### config.mk
export PLATFORM = sky130hd
export DESIGN_NAME = tws_reg_slave
export DESIGN_NICKNAME = d
export VERILOG_FILES = /design/src/rtl/tws_pkg.sv /design/src/rtl/tws_sync_edge.sv /design/src/rtl/tws_regfile.sv /design/src/rtl/tws_protocol.sv /design/src/rtl/tws_reg_slave.sv
export SDC_FILE = /design/constraint.sdc
export NUM_CORES = 1
export LEC_CHECK = 0
export BUFFER_PORTS_ARGS = -buffer_cell sky130_fd_sc_hd__buf_2
export CORE_MARGIN = 1
export CORE_UTILIZATION = 57
export CTS_CLUSTER_SIZE = 10
export DETAILED_ROUTE_END_ITERATION = 10
export PLACE_DENSITY = 0.76
export SLEW_MARGIN = 15
export SYNTH_ARGS = -nofsm -noshare
export SYNTH_HDL_FRONTEND = slang
export SYNTH_SLANG_ARGS = --single-unit
### constraint.sdc
create_clock -name clk -period 2 [get_ports clk]
set_input_delay 0.1 -clock clk [delete_from_list [all_inputs] [get_ports clk]]
set_output_delay 0.1 -clock clk [all_outputs]
set_load 0.1 [all_outputs]
### src/rtl/tws_pkg.sv
package tws_pkg;

  typedef enum logic [3:0] {
    ST_IDLE,
    ST_DEV,
    ST_DEV_ACK,
    ST_BASE,
    ST_BASE_ACK,
    ST_WDATA,
    ST_WDATA_ACK,
    ST_TX,
    ST_TX_ACK
  } tws_state_e;

endpackage

### src/rtl/tws_sync_edge.sv
module tws_sync_edge #(
  parameter int STAGES = 2
) (
  input  logic clk,
  input  logic rst,
  input  logic scl_i,
  input  logic sda_i,
  output logic scl_s_o,
  output logic sda_s_o,
  output logic scl_rise_o,
  output logic scl_fall_o,
  output logic start_o,
  output logic stop_o
);

  logic [STAGES-1:0] scl_pipe;
  logic [STAGES-1:0] sda_pipe;
  logic              scl_q;
  logic              sda_q;

  // Idle bus level is high, so every stage resets to one.
  generate
    if (STAGES == 1) begin : g_one
      always_ff @(posedge clk) begin
        if (rst) begin
          scl_pipe <= '1;
          sda_pipe <= '1;
        end else begin
          scl_pipe <= scl_i;
          sda_pipe <= sda_i;
        end
      end
    end else begin : g_many
      always_ff @(posedge clk) begin
        if (rst) begin
          scl_pipe <= '1;
          sda_pipe <= '1;
        end else begin
          scl_pipe <= {scl_pipe[STAGES-2:0], scl_i};
          sda_pipe <= {sda_pipe[STAGES-2:0], sda_i};
        end
      end
    end
  endgenerate

  always_ff @(posedge clk) begin
    if (rst) begin
      scl_q <= 1'b1;
      sda_q <= 1'b1;
    end else begin
      scl_q <= scl_pipe[STAGES-1];
      sda_q <= sda_pipe[STAGES-1];
    end
  end

  assign scl_s_o    = scl_pipe[STAGES-1];
  assign sda_s_o    = sda_pipe[STAGES-1];
  assign scl_rise_o = scl_s_o & ~scl_q;
  assign scl_fall_o = ~scl_s_o & scl_q;
  assign start_o    = scl_s_o & scl_q & sda_q & ~sda_s_o;
  assign stop_o     = scl_s_o & scl_q & ~sda_q & sda_s_o;

endmodule

### src/rtl/tws_regfile.sv
module tws_regfile #(
  parameter int DEPTH  = 16,
  parameter int DATA_W = 8,
  localparam int IDX_W = $clog2(DEPTH)
) (
  input  logic              clk,
  input  logic              rst,
  input  logic              we,
  input  logic [IDX_W-1:0]  waddr,
  input  logic [DATA_W-1:0] wdata,
  input  logic [IDX_W-1:0]  bus_raddr,
  output logic [DATA_W-1:0] bus_rdata,
  input  logic [IDX_W-1:0]  loc_raddr,
  output logic [DATA_W-1:0] loc_rdata
);

  logic [DATA_W-1:0] mem [DEPTH];

  always_ff @(posedge clk) begin
    if (rst) begin
      for (int i = 0; i < DEPTH; i++) mem[i] <= '0;
    end else if (we) begin
      mem[waddr] <= wdata;
    end
  end

  // Both read ports are registered and read-first.
  always_ff @(posedge clk) begin
    if (rst) begin
      bus_rdata <= '0;
      loc_rdata <= '0;
    end else begin
      bus_rdata <= mem[bus_raddr];
      loc_rdata <= mem[loc_raddr];
    end
  end

endmodule

### src/rtl/tws_protocol.sv
module tws_protocol
  import tws_pkg::*;
#(
  parameter int          DEPTH  = 16,
  parameter int          DATA_W = 8,
  parameter logic [5:0]  DEV_HI = 6'b100110,
  localparam int IDX_W = $clog2(DEPTH),
  localparam int CNT_W = $clog2(DATA_W + 1)
) (
  input  logic              clk,
  input  logic              rst,
  input  logic              strap_i,
  input  logic              sda_s,
  input  logic              scl_rise,
  input  logic              scl_fall,
  input  logic              start_det,
  input  logic              stop_det,
  input  logic [DATA_W-1:0] rd_data,
  output logic              sda_pull_o,
  output logic              wr_en_o,
  output logic [IDX_W-1:0]  wr_idx_o,
  output logic [DATA_W-1:0] wr_data_o,
  output logic [IDX_W-1:0]  ptr_o
);

  localparam logic [IDX_W-1:0]  TOP_IDX  = IDX_W'(DEPTH - 1);
  localparam logic [DATA_W-1:0] TOP_BYTE = DATA_W'(DEPTH - 1);
  localparam logic [CNT_W-1:0]  FULL_CNT = CNT_W'(DATA_W);

  tws_state_e        state;
  logic [CNT_W-1:0]  bitcnt;
  logic [DATA_W-1:0] shreg;
  logic [IDX_W-1:0]  ptr;
  logic              is_read;
  logic              mack;
  logic              byte_done;
  logic              dev_hit;
  logic              base_ok;
  logic [IDX_W-1:0]  ptr_next;

  assign byte_done = scl_fall && (bitcnt == FULL_CNT);
  assign dev_hit   = (shreg[DATA_W-1:1] == {DEV_HI, strap_i});
  assign base_ok   = (shreg <= TOP_BYTE);
  assign ptr_next  = (ptr == TOP_IDX) ? ptr : ptr + 1'b1;

  always_ff @(posedge clk) begin
    if (rst) begin
      state      <= ST_IDLE;
      bitcnt     <= '0;
      shreg      <= '0;
      ptr        <= '0;
      is_read    <= 1'b0;
      mack       <= 1'b0;
      sda_pull_o <= 1'b0;
      wr_en_o    <= 1'b0;
      wr_idx_o   <= '0;
      wr_data_o  <= '0;
    end else begin
      wr_en_o <= 1'b0;
      if (start_det) begin
        state      <= ST_DEV;
        bitcnt     <= '0;
        sda_pull_o <= 1'b0;
      end else if (stop_det) begin
        state      <= ST_IDLE;
        bitcnt     <= '0;
        sda_pull_o <= 1'b0;
      end else begin
        unique case (state)
          ST_IDLE: ;

          ST_DEV, ST_BASE, ST_WDATA: begin
            if (scl_rise) begin
              shreg  <= {shreg[DATA_W-2:0], sda_s};
              bitcnt <= bitcnt + 1'b1;
            end else if (byte_done) begin
              bitcnt <= '0;
              if (state == ST_DEV) begin
                if (dev_hit) begin
                  is_read    <= shreg[0];
                  sda_pull_o <= 1'b1;
                  state      <= ST_DEV_ACK;
                end else begin
                  state <= ST_IDLE;
                end
              end else if (state == ST_BASE) begin
                if (base_ok) begin
                  ptr        <= shreg[IDX_W-1:0];
                  sda_pull_o <= 1'b1;
                  state      <= ST_BASE_ACK;
                end else begin
                  state <= ST_IDLE;
                end
              end else begin
                wr_en_o    <= 1'b1;
                wr_idx_o   <= ptr;
                wr_data_o  <= shreg;
                ptr        <= ptr_next;
                sda_pull_o <= 1'b1;
                state      <= ST_WDATA_ACK;
              end
            end
          end

          ST_DEV_ACK: begin
            if (scl_fall) begin
              bitcnt <= '0;
              if (is_read) begin
                shreg      <= rd_data;
                sda_pull_o <= ~rd_data[DATA_W-1];
                ptr        <= ptr_next;
                state      <= ST_TX;
              end else begin
                sda_pull_o <= 1'b0;
                state      <= ST_BASE;
              end
            end
          end

          ST_BASE_ACK, ST_WDATA_ACK: begin
            if (scl_fall) begin
              sda_pull_o <= 1'b0;
              bitcnt     <= '0;
              state      <= ST_WDATA;
            end
          end

          ST_TX: begin
            if (scl_rise) begin
              bitcnt <= bitcnt + 1'b1;
            end else if (scl_fall) begin
              if (bitcnt == FULL_CNT) begin
                sda_pull_o <= 1'b0;
                bitcnt     <= '0;
                state      <= ST_TX_ACK;
              end else begin
                shreg      <= {shreg[DATA_W-2:0], 1'b0};
                sda_pull_o <= ~shreg[DATA_W-2];
              end
            end
          end

          ST_TX_ACK: begin
            if (scl_rise) begin
              mack <= ~sda_s;
            end else if (scl_fall) begin
              bitcnt <= '0;
              if (mack) begin
                shreg      <= rd_data;
                sda_pull_o <= ~rd_data[DATA_W-1];
                ptr        <= ptr_next;
                state      <= ST_TX;
              end else begin
                state <= ST_IDLE;
              end
            end
          end

          default: state <= ST_IDLE;
        endcase
      end
    end
  end

  assign ptr_o = ptr;

endmodule

### src/rtl/tws_reg_slave.sv
module tws_reg_slave #(
  parameter int         REG_COUNT   = 16,
  parameter int         DATA_W      = 8,
  parameter logic [5:0] DEV_HI      = 6'b100110,
  parameter int         SYNC_STAGES = 2,
  localparam int IDX_W = $clog2(REG_COUNT)
) (
  input  logic              clk,
  input  logic              rst,
  input  logic              scl_i,
  input  logic              sda_i,
  input  logic              strap_i,
  input  logic [IDX_W-1:0]  loc_addr_i,
  output logic              sda_pull_o,
  output logic [DATA_W-1:0] loc_data_o
);

  logic              scl_s;
  logic              sda_s;
  logic              scl_rise;
  logic              scl_fall;
  logic              start_det;
  logic              stop_det;
  logic              wr_en;
  logic [IDX_W-1:0]  wr_idx;
  logic [DATA_W-1:0] wr_data;
  logic [IDX_W-1:0]  ptr;
  logic [DATA_W-1:0] bus_rdata;

  tws_sync_edge #(.STAGES(SYNC_STAGES)) u_sync (
    .clk        (clk),
    .rst        (rst),
    .scl_i      (scl_i),
    .sda_i      (sda_i),
    .scl_s_o    (scl_s),
    .sda_s_o    (sda_s),
    .scl_rise_o (scl_rise),
    .scl_fall_o (scl_fall),
    .start_o    (start_det),
    .stop_o     (stop_det)
  );

  tws_protocol #(
    .DEPTH  (REG_COUNT),
    .DATA_W (DATA_W),
    .DEV_HI (DEV_HI)
  ) u_proto (
    .clk        (clk),
    .rst        (rst),
    .strap_i    (strap_i),
    .sda_s      (sda_s),
    .scl_rise   (scl_rise),
    .scl_fall   (scl_fall),
    .start_det  (start_det),
    .stop_det   (stop_det),
    .rd_data    (bus_rdata),
    .sda_pull_o (sda_pull_o),
    .wr_en_o    (wr_en),
    .wr_idx_o   (wr_idx),
    .wr_data_o  (wr_data),
    .ptr_o      (ptr)
  );

  tws_regfile #(
    .DEPTH  (REG_COUNT),
    .DATA_W (DATA_W)
  ) u_regs (
    .clk       (clk),
    .rst       (rst),
    .we        (wr_en),
    .waddr     (wr_idx),
    .wdata     (wr_data),
    .bus_raddr (ptr),
    .bus_rdata (bus_rdata),
    .loc_raddr (loc_addr_i),
    .loc_rdata (loc_data_o)
  );

endmodule

* After elaboration in Yosys (flattened, before gate mapping)
Memories as Yosys holds them, arrays and structs flattened. A register that Yosys moved wholly into a read port is not among the register bits.
Index checks and enable logic that the tools add are counted.
** Storage, ports and cells
- Register bits :: 42
- Bits in latches :: 0
- RAM bits :: 128
- Memory bits (read-only) :: 0
- Input port bits :: 9
- Word-level logic and storage cells :: 175
- Memories kept :: 1
** Memory list
- u_regs.mem :: words 16, width 8, read ports 2, clocked after Yosys merged registers in 2, write ports 16, line tws_regfile.sv:17 : logic [DATA_W-1:0] mem [DEPTH];
** Operators by class
- Add/subtract/negate cells :: 2
- $mul :: 0
- Divide/modulo/power cells :: 0
- Order comparisons :: 1
- Equal/unequal tests :: 41
- Shifts and indexed selects :: 0
- Mux-type cells :: 73
- Bitwise operators :: 21
- Reduce and logical (&&, ||, !) cells :: 21
** Operators with widths (number)
- $mux W4 :: 29
- $mux W8 :: 10
- $reduce_and A12 Y1 :: 3
- $pmux W8 S4 :: 1
- $mux W1 :: 24
- $ne A4 B3 Y1 const B :: 6
- $pmux W4 S6 :: 1
- $reduce_and A10 Y1 :: 2
- $eq A4 B3 Y1 const B :: 4
- $ne A2 B1 Y1 const B :: 8
- $pmux W4 S4 :: 1
- $ne A3 B2 Y1 const B :: 5
- $not A1 Y1 :: 14
- $reduce_and A7 Y1 :: 2
- $eq A4 B4 Y1 const B :: 3
- $mux W3 :: 4
- $ne A2 B2 Y1 const B :: 6
- $ne A4 B4 Y1 const B :: 3
- $pmux W4 S3 :: 1
- $reduce_or A3 Y1 :: 3
- $add A4 B1 Y4 const B :: 2
- $eq A4 B2 Y1 const B :: 2
- $le A8 B4 Y1 const B :: 1
- $reduce_bool A4 Y1 :: 2
- other kinds (16) :: 22

* Logic depth before layout (Yosys ltp)
- Depth after elaboration :: 9
- Gate-level depth with buffers :: 8
- Gate-level depth less buffers :: 7

* Hierarchy
From an unflattened synthesis, not the netlist that was laid out.
** Unflattened totals
- Cell total of the unflattened synthesis :: 792
- Area, all modules :: 9770.6 um2
** By module, submodules not included
- tws_regfile :: instances 1, cells each 510, area each 7317.0 um2
- tws_protocol :: instances 1, cells each 266, area each 2263.4 um2
- tws_sync_edge :: instances 1, cells each 16, area each 190.2 um2

* Least setup slack after synthesis
Ideal clock, no wire load.
- Path type :: flip-flop to flip-flop
- Start point :: register u_proto.ptr[0], in the netlist u_proto.ptr_o[0]
- End point :: register u_regs.bus_rdata[1] (read register of u_regs.mem)
- Library setup time :: 0.128 ns
- Arrival :: 1.784 ns
- Data required time :: 1.872 ns
- Slack :: 0.088 ns
- Cell stages (with the launch flop) :: 6
- Buffers on the path :: 2
- Cells stage by stage :: dfxtp_1 buf_4 buf_4 mux4_2 mux4_2 nor2b_1
** RTL lines
- start, declared :: line tws_protocol.sv:33 : logic [IDX_W-1:0] ptr;
- start signal, assigned :: line tws_protocol.sv:88 : ptr <= shreg[IDX_W-1:0];
- start signal, assigned :: line tws_protocol.sv:98 : ptr <= ptr_next;
- start signal, assigned :: line tws_protocol.sv:111 : ptr <= ptr_next;
- end, declared :: line tws_regfile.sv:12 : output logic [DATA_W-1:0] bus_rdata,

==> results by group <==
Status
  • Run status: finished clean

Drt
  • Routed WL: ~25,000 um
  • Avg WL per Cell: about 24 um
  • Residual DRC count: 0
  • Vias: 6,674
  • DR pass1 iterations: 5
  • Detail Route Antenna Nets: 0
  • DR iter-0 viols: approximately 740
  • DR vias/cell: between 6 and 7

Floorplanning
  • Die Span X: around 130 um
  • Rows: 47
  • Starting Density: between 50% and 60%
  • Num ports: 18
  • Die span in y: 132 um
  • Die Area: about 18,000 um^2
  • Core box area: 16,600 um^2

Clock tree
  • Clk slew on worst S/H paths: ~0.08 ns
  • Clock Path Buffers: 2
  • Sink Count: approximately 190
  • Insertion delay to the later sink of the worst-skew pair: 0.44 ns
  • Htree depth: 4
  • CTS Root Cell: clkbuf_16
  • CTS buffer count: 17
  • CTS tree: yes

Timing
  • Slew HR: about 54%
  • Final Hold Viols: 0
  • Setup ws final: ~0.0074 ns
  • Final period utilization: 99.6%
  • Endpoints failing setup: 0
  • Final TNS setup: 0 ns
  • Slew @ Worst Pin: about 0.69 ns
  • Fin crit period: 1.99 ns
  • Final hold slack: around 0.24 ns
  • Peak Freq: ~500 MHz
  • Worst Skew: ~0.0067 ns
  • Max Slew Vio Count: 0
  • RSZ-0062 raised after global routing: true

Global routing
  • Total gr overflow: 0
  • First-pass GRT wire length: 38,100 um
  • Gr usage total: just under 30%
  • Initial antenna violation count: 1
  • Largest net degree at the start of global routing: 69
  • Vias in the first global route: roughly 6,600

Synth
  • Average size of a mapped cell: ~13 um^2
  • Synth Warn #: 0
  • EDFF count, synth: 128
  • Asr flop ratio synth: 0%
  • Synth Cell Area: around 9700 um^2
  • #FFs+latches synth: ~190
  • Predominant post-synthesis flop cell: edfxtp_1
  • Register area share after synthesis: approximately half
  • Mapped Nets: 751
  • Netlist cell types: 66
  • Mapped Cells: around 740

Layout
  • Post-layout util: about two thirds
  • Fin cells: roughly 1,000
  • Proportion of layout cells with a drive suffix above 1: roughly 31%
  • Layout Nets: slightly above 800
  • Layout area overhead: 14.8%
  • Inserted Diodes: 0

Power and ir drop
  • Leak: roughly 4 nW
  • Pwr dens: about 780 nW/um^2
  • Maximum vdd drop: between 0.6 and 0.7 mV

Place
  • Final Wtd Congestion: slightly below 0.9
  • Post-placement cell count: between 900 and 1,000
  • Dpl ws: -0.196 ns
  • Detailed Place HPWL: between 15,000 and 20,000 um
  • I/O Buffers: 17

Setup path
  • Critical-path cell list: buf_12 > mux4_2 > mux4_2 > nor2b_1
  • CP max-delay cell: mux4_2
  • WP buf/inv: 1
  • Crit path largest cell delay: 0.58 ns
  • CP Launch Type: flip-flop
  • CP Capture Type: flip-flop
  • CP delay by family, top: multiplexers
  • WS Path Type: reg -> reg
  • Worst EP arrival: 2.29 ns
  • R2r setup slk: approximately 0.0074 ns
  • Most used cell, CP: mux4_2
  • Crit path max fanout: 13
  • Worst EP required: roughly 2.3 ns

Hold path
  • Worst hold path type: in -> reg

Flow run
  • Max Cap Violations: 0
-- cell usage after synthesis, types with 3 or more instances --
cell      instances  area [um^2]
o21ai_0          11         55.1
nand3b_1          4         30.0
o21bai_1          4         30.0
and3b_1           4         35.0
mux2i_1           8         80.1
o22ai_1           3         18.8
buf_4             8         60.1
a311oi_1          8         70.1
a22oi_1           3         22.5
nor2_1           27          101
clkbuf_1         28          105
or2_2            24          150
inv_1             4         15.0
mux4_2           80         1800
a31oi_1           3         18.8
dfxtp_1          58         1160
buf_6             4         45.0
buf_2             7         35.0
nand2b_1         13         81.3
and2_1          128          801
ha_1              3         37.5
nand2_1          40          150
nand3_1           7         35.0
nor4_1            4         25.0
nor3_1           13         65.1
edfxtp_1        128         3840
buf_1             6         22.5
a211oi_1          3         22.5
nor2b_1          19          119
a21oi_1          37          185
-- kinds of logic after synthesis --
group | after synthesis | share of synthesized area, %
muxes | 88 | 19.4
adders and majority gates | 3 | 0.388
DFF | 186 | 51.7
buffers and inverters | 58 | 2.96
AOI/OAI and AO/OA | 96 | 6.69
xor gates and xnor gates | 4 | 0.362
and+or+nand+nor | 304 | 18.5
-- worst paths after layout --
path | start | to | cells after the start
setup / recovery | u_proto.ptr_o[0]$_SDFFE_PP0P_ | u_regs.bus_rdata[7]$_SDFF_PP0_ | 4
hold / removal | loc_addr_i[3] | u_regs.loc_rdata[2]$_SDFF_PP0_ | 3
setup reg to reg | u_proto.ptr_o[0]$_SDFFE_PP0P_ | u_regs.bus_rdata[7]$_SDFF_PP0_ | 4
hold reg to reg | u_sync.scl_pipe[0]$_SDFF_PP1_ | u_sync.scl_pipe[1]$_SDFF_PP1_ | 1
-- placed cells by master (no fill, tap or decap), types with 3 or more instances in the layout --
master	Yosys	final
a21oi_1	37	35
a22oi_1	3	3
a311oi_1	8	8
a31oi_1	3	3
and2_1	128	128
and3b_1	4	3
buf_12	0	6
buf_2	7	17
buf_4	8	59
buf_6	4	3
clkbuf_16	0	19
clkinv_2	0	3
clkinv_4	0	3
dfxtp_1	58	53
dfxtp_2	0	3
edfxtp_1	128	128
ha_1	3	3
inv_1	4	4
inv_6	0	4
mux2i_1	8	8
mux4_2	80	80
nand2_1	40	39
nand2b_1	13	13
nand3_1	7	7
nand3b_1	4	4
nor2_1	27	27
nor2b_1	19	19
nor3_1	13	13
nor4_1	4	3
o21ai_0	11	11
o21bai_1	4	3
o22ai_1	3	3
or2_2	24	24
-- metal layers --
metal  track usage, %  wire [um]
met5                0         13
met3             7.30       2410
met2             47.0      12200
met1             39.6       9780
met4             10.6        503
-- sequential cells by signal, summed over array words and instances (netlist names), 2 cells and up --
signal	cells
u_regs.mem	128
u_sync.scl_pipe	2
u_regs.bus_rdata	8
u_proto.state	4
u_proto.wr_data_o	8
u_proto.wr_idx_o	4
u_regs.loc_rdata	8
u_proto.ptr_o	4
u_proto.shreg	8
u_sync.sda_pipe	2
u_proto.bitcnt	4
-- power breakdown --
| group | internal (mW) | total [mW] | switching, mW |
|---|---|---|---|
| logic | 0.467 | 1.02 | 0.553 |
| clock network | 1.72 | 3.31 | 1.59 |
| registers | 4.24 | 4.33 | 0.0926 |
-- area by class of cell --
type / instances / area (um^2)
fillers: 1188 / 5470
flip-flops and latches: 186 / 5020
multi-input cells: 496 / 4500
repair buffers: 88 / 727
clock buffers: 18 / 450
well taps: 220 / 275
clock inverters: 14 / 131
inverters: 5 / 18.8
-- metrics by stage --
| step | total power, mW | instance area, um^2 |
|---|---|---|
| 2_1_floorplan | 5.08 | 9690 |
| 3_3_place_gp | 5.34 | 10300 |
| 3_5_place_dp | 5.36 | 10300 |
| 4_1_cts | 8.64 | 10900 |
| 5_1_grt | 8.90 | 11100 |
| 6_report | 8.66 | 11100 |
-- worst min-delay path, delay by kind of cell --
kind,cells,cell delay [ns]
mux,1,0.24
simple gates,1,0.11
buf+inv,1,0.18
-- repair_timing --
item,in CTS,in global routing
gates resized for setup,2,24
endpoints found under the setup margin,9,18
gates cloned,0,2
buffers inserted,2,4
pin swaps,0,4
hold buffers,2,0
endpoints found under the hold margin,2,0
(Power assumes the default switching activity.)
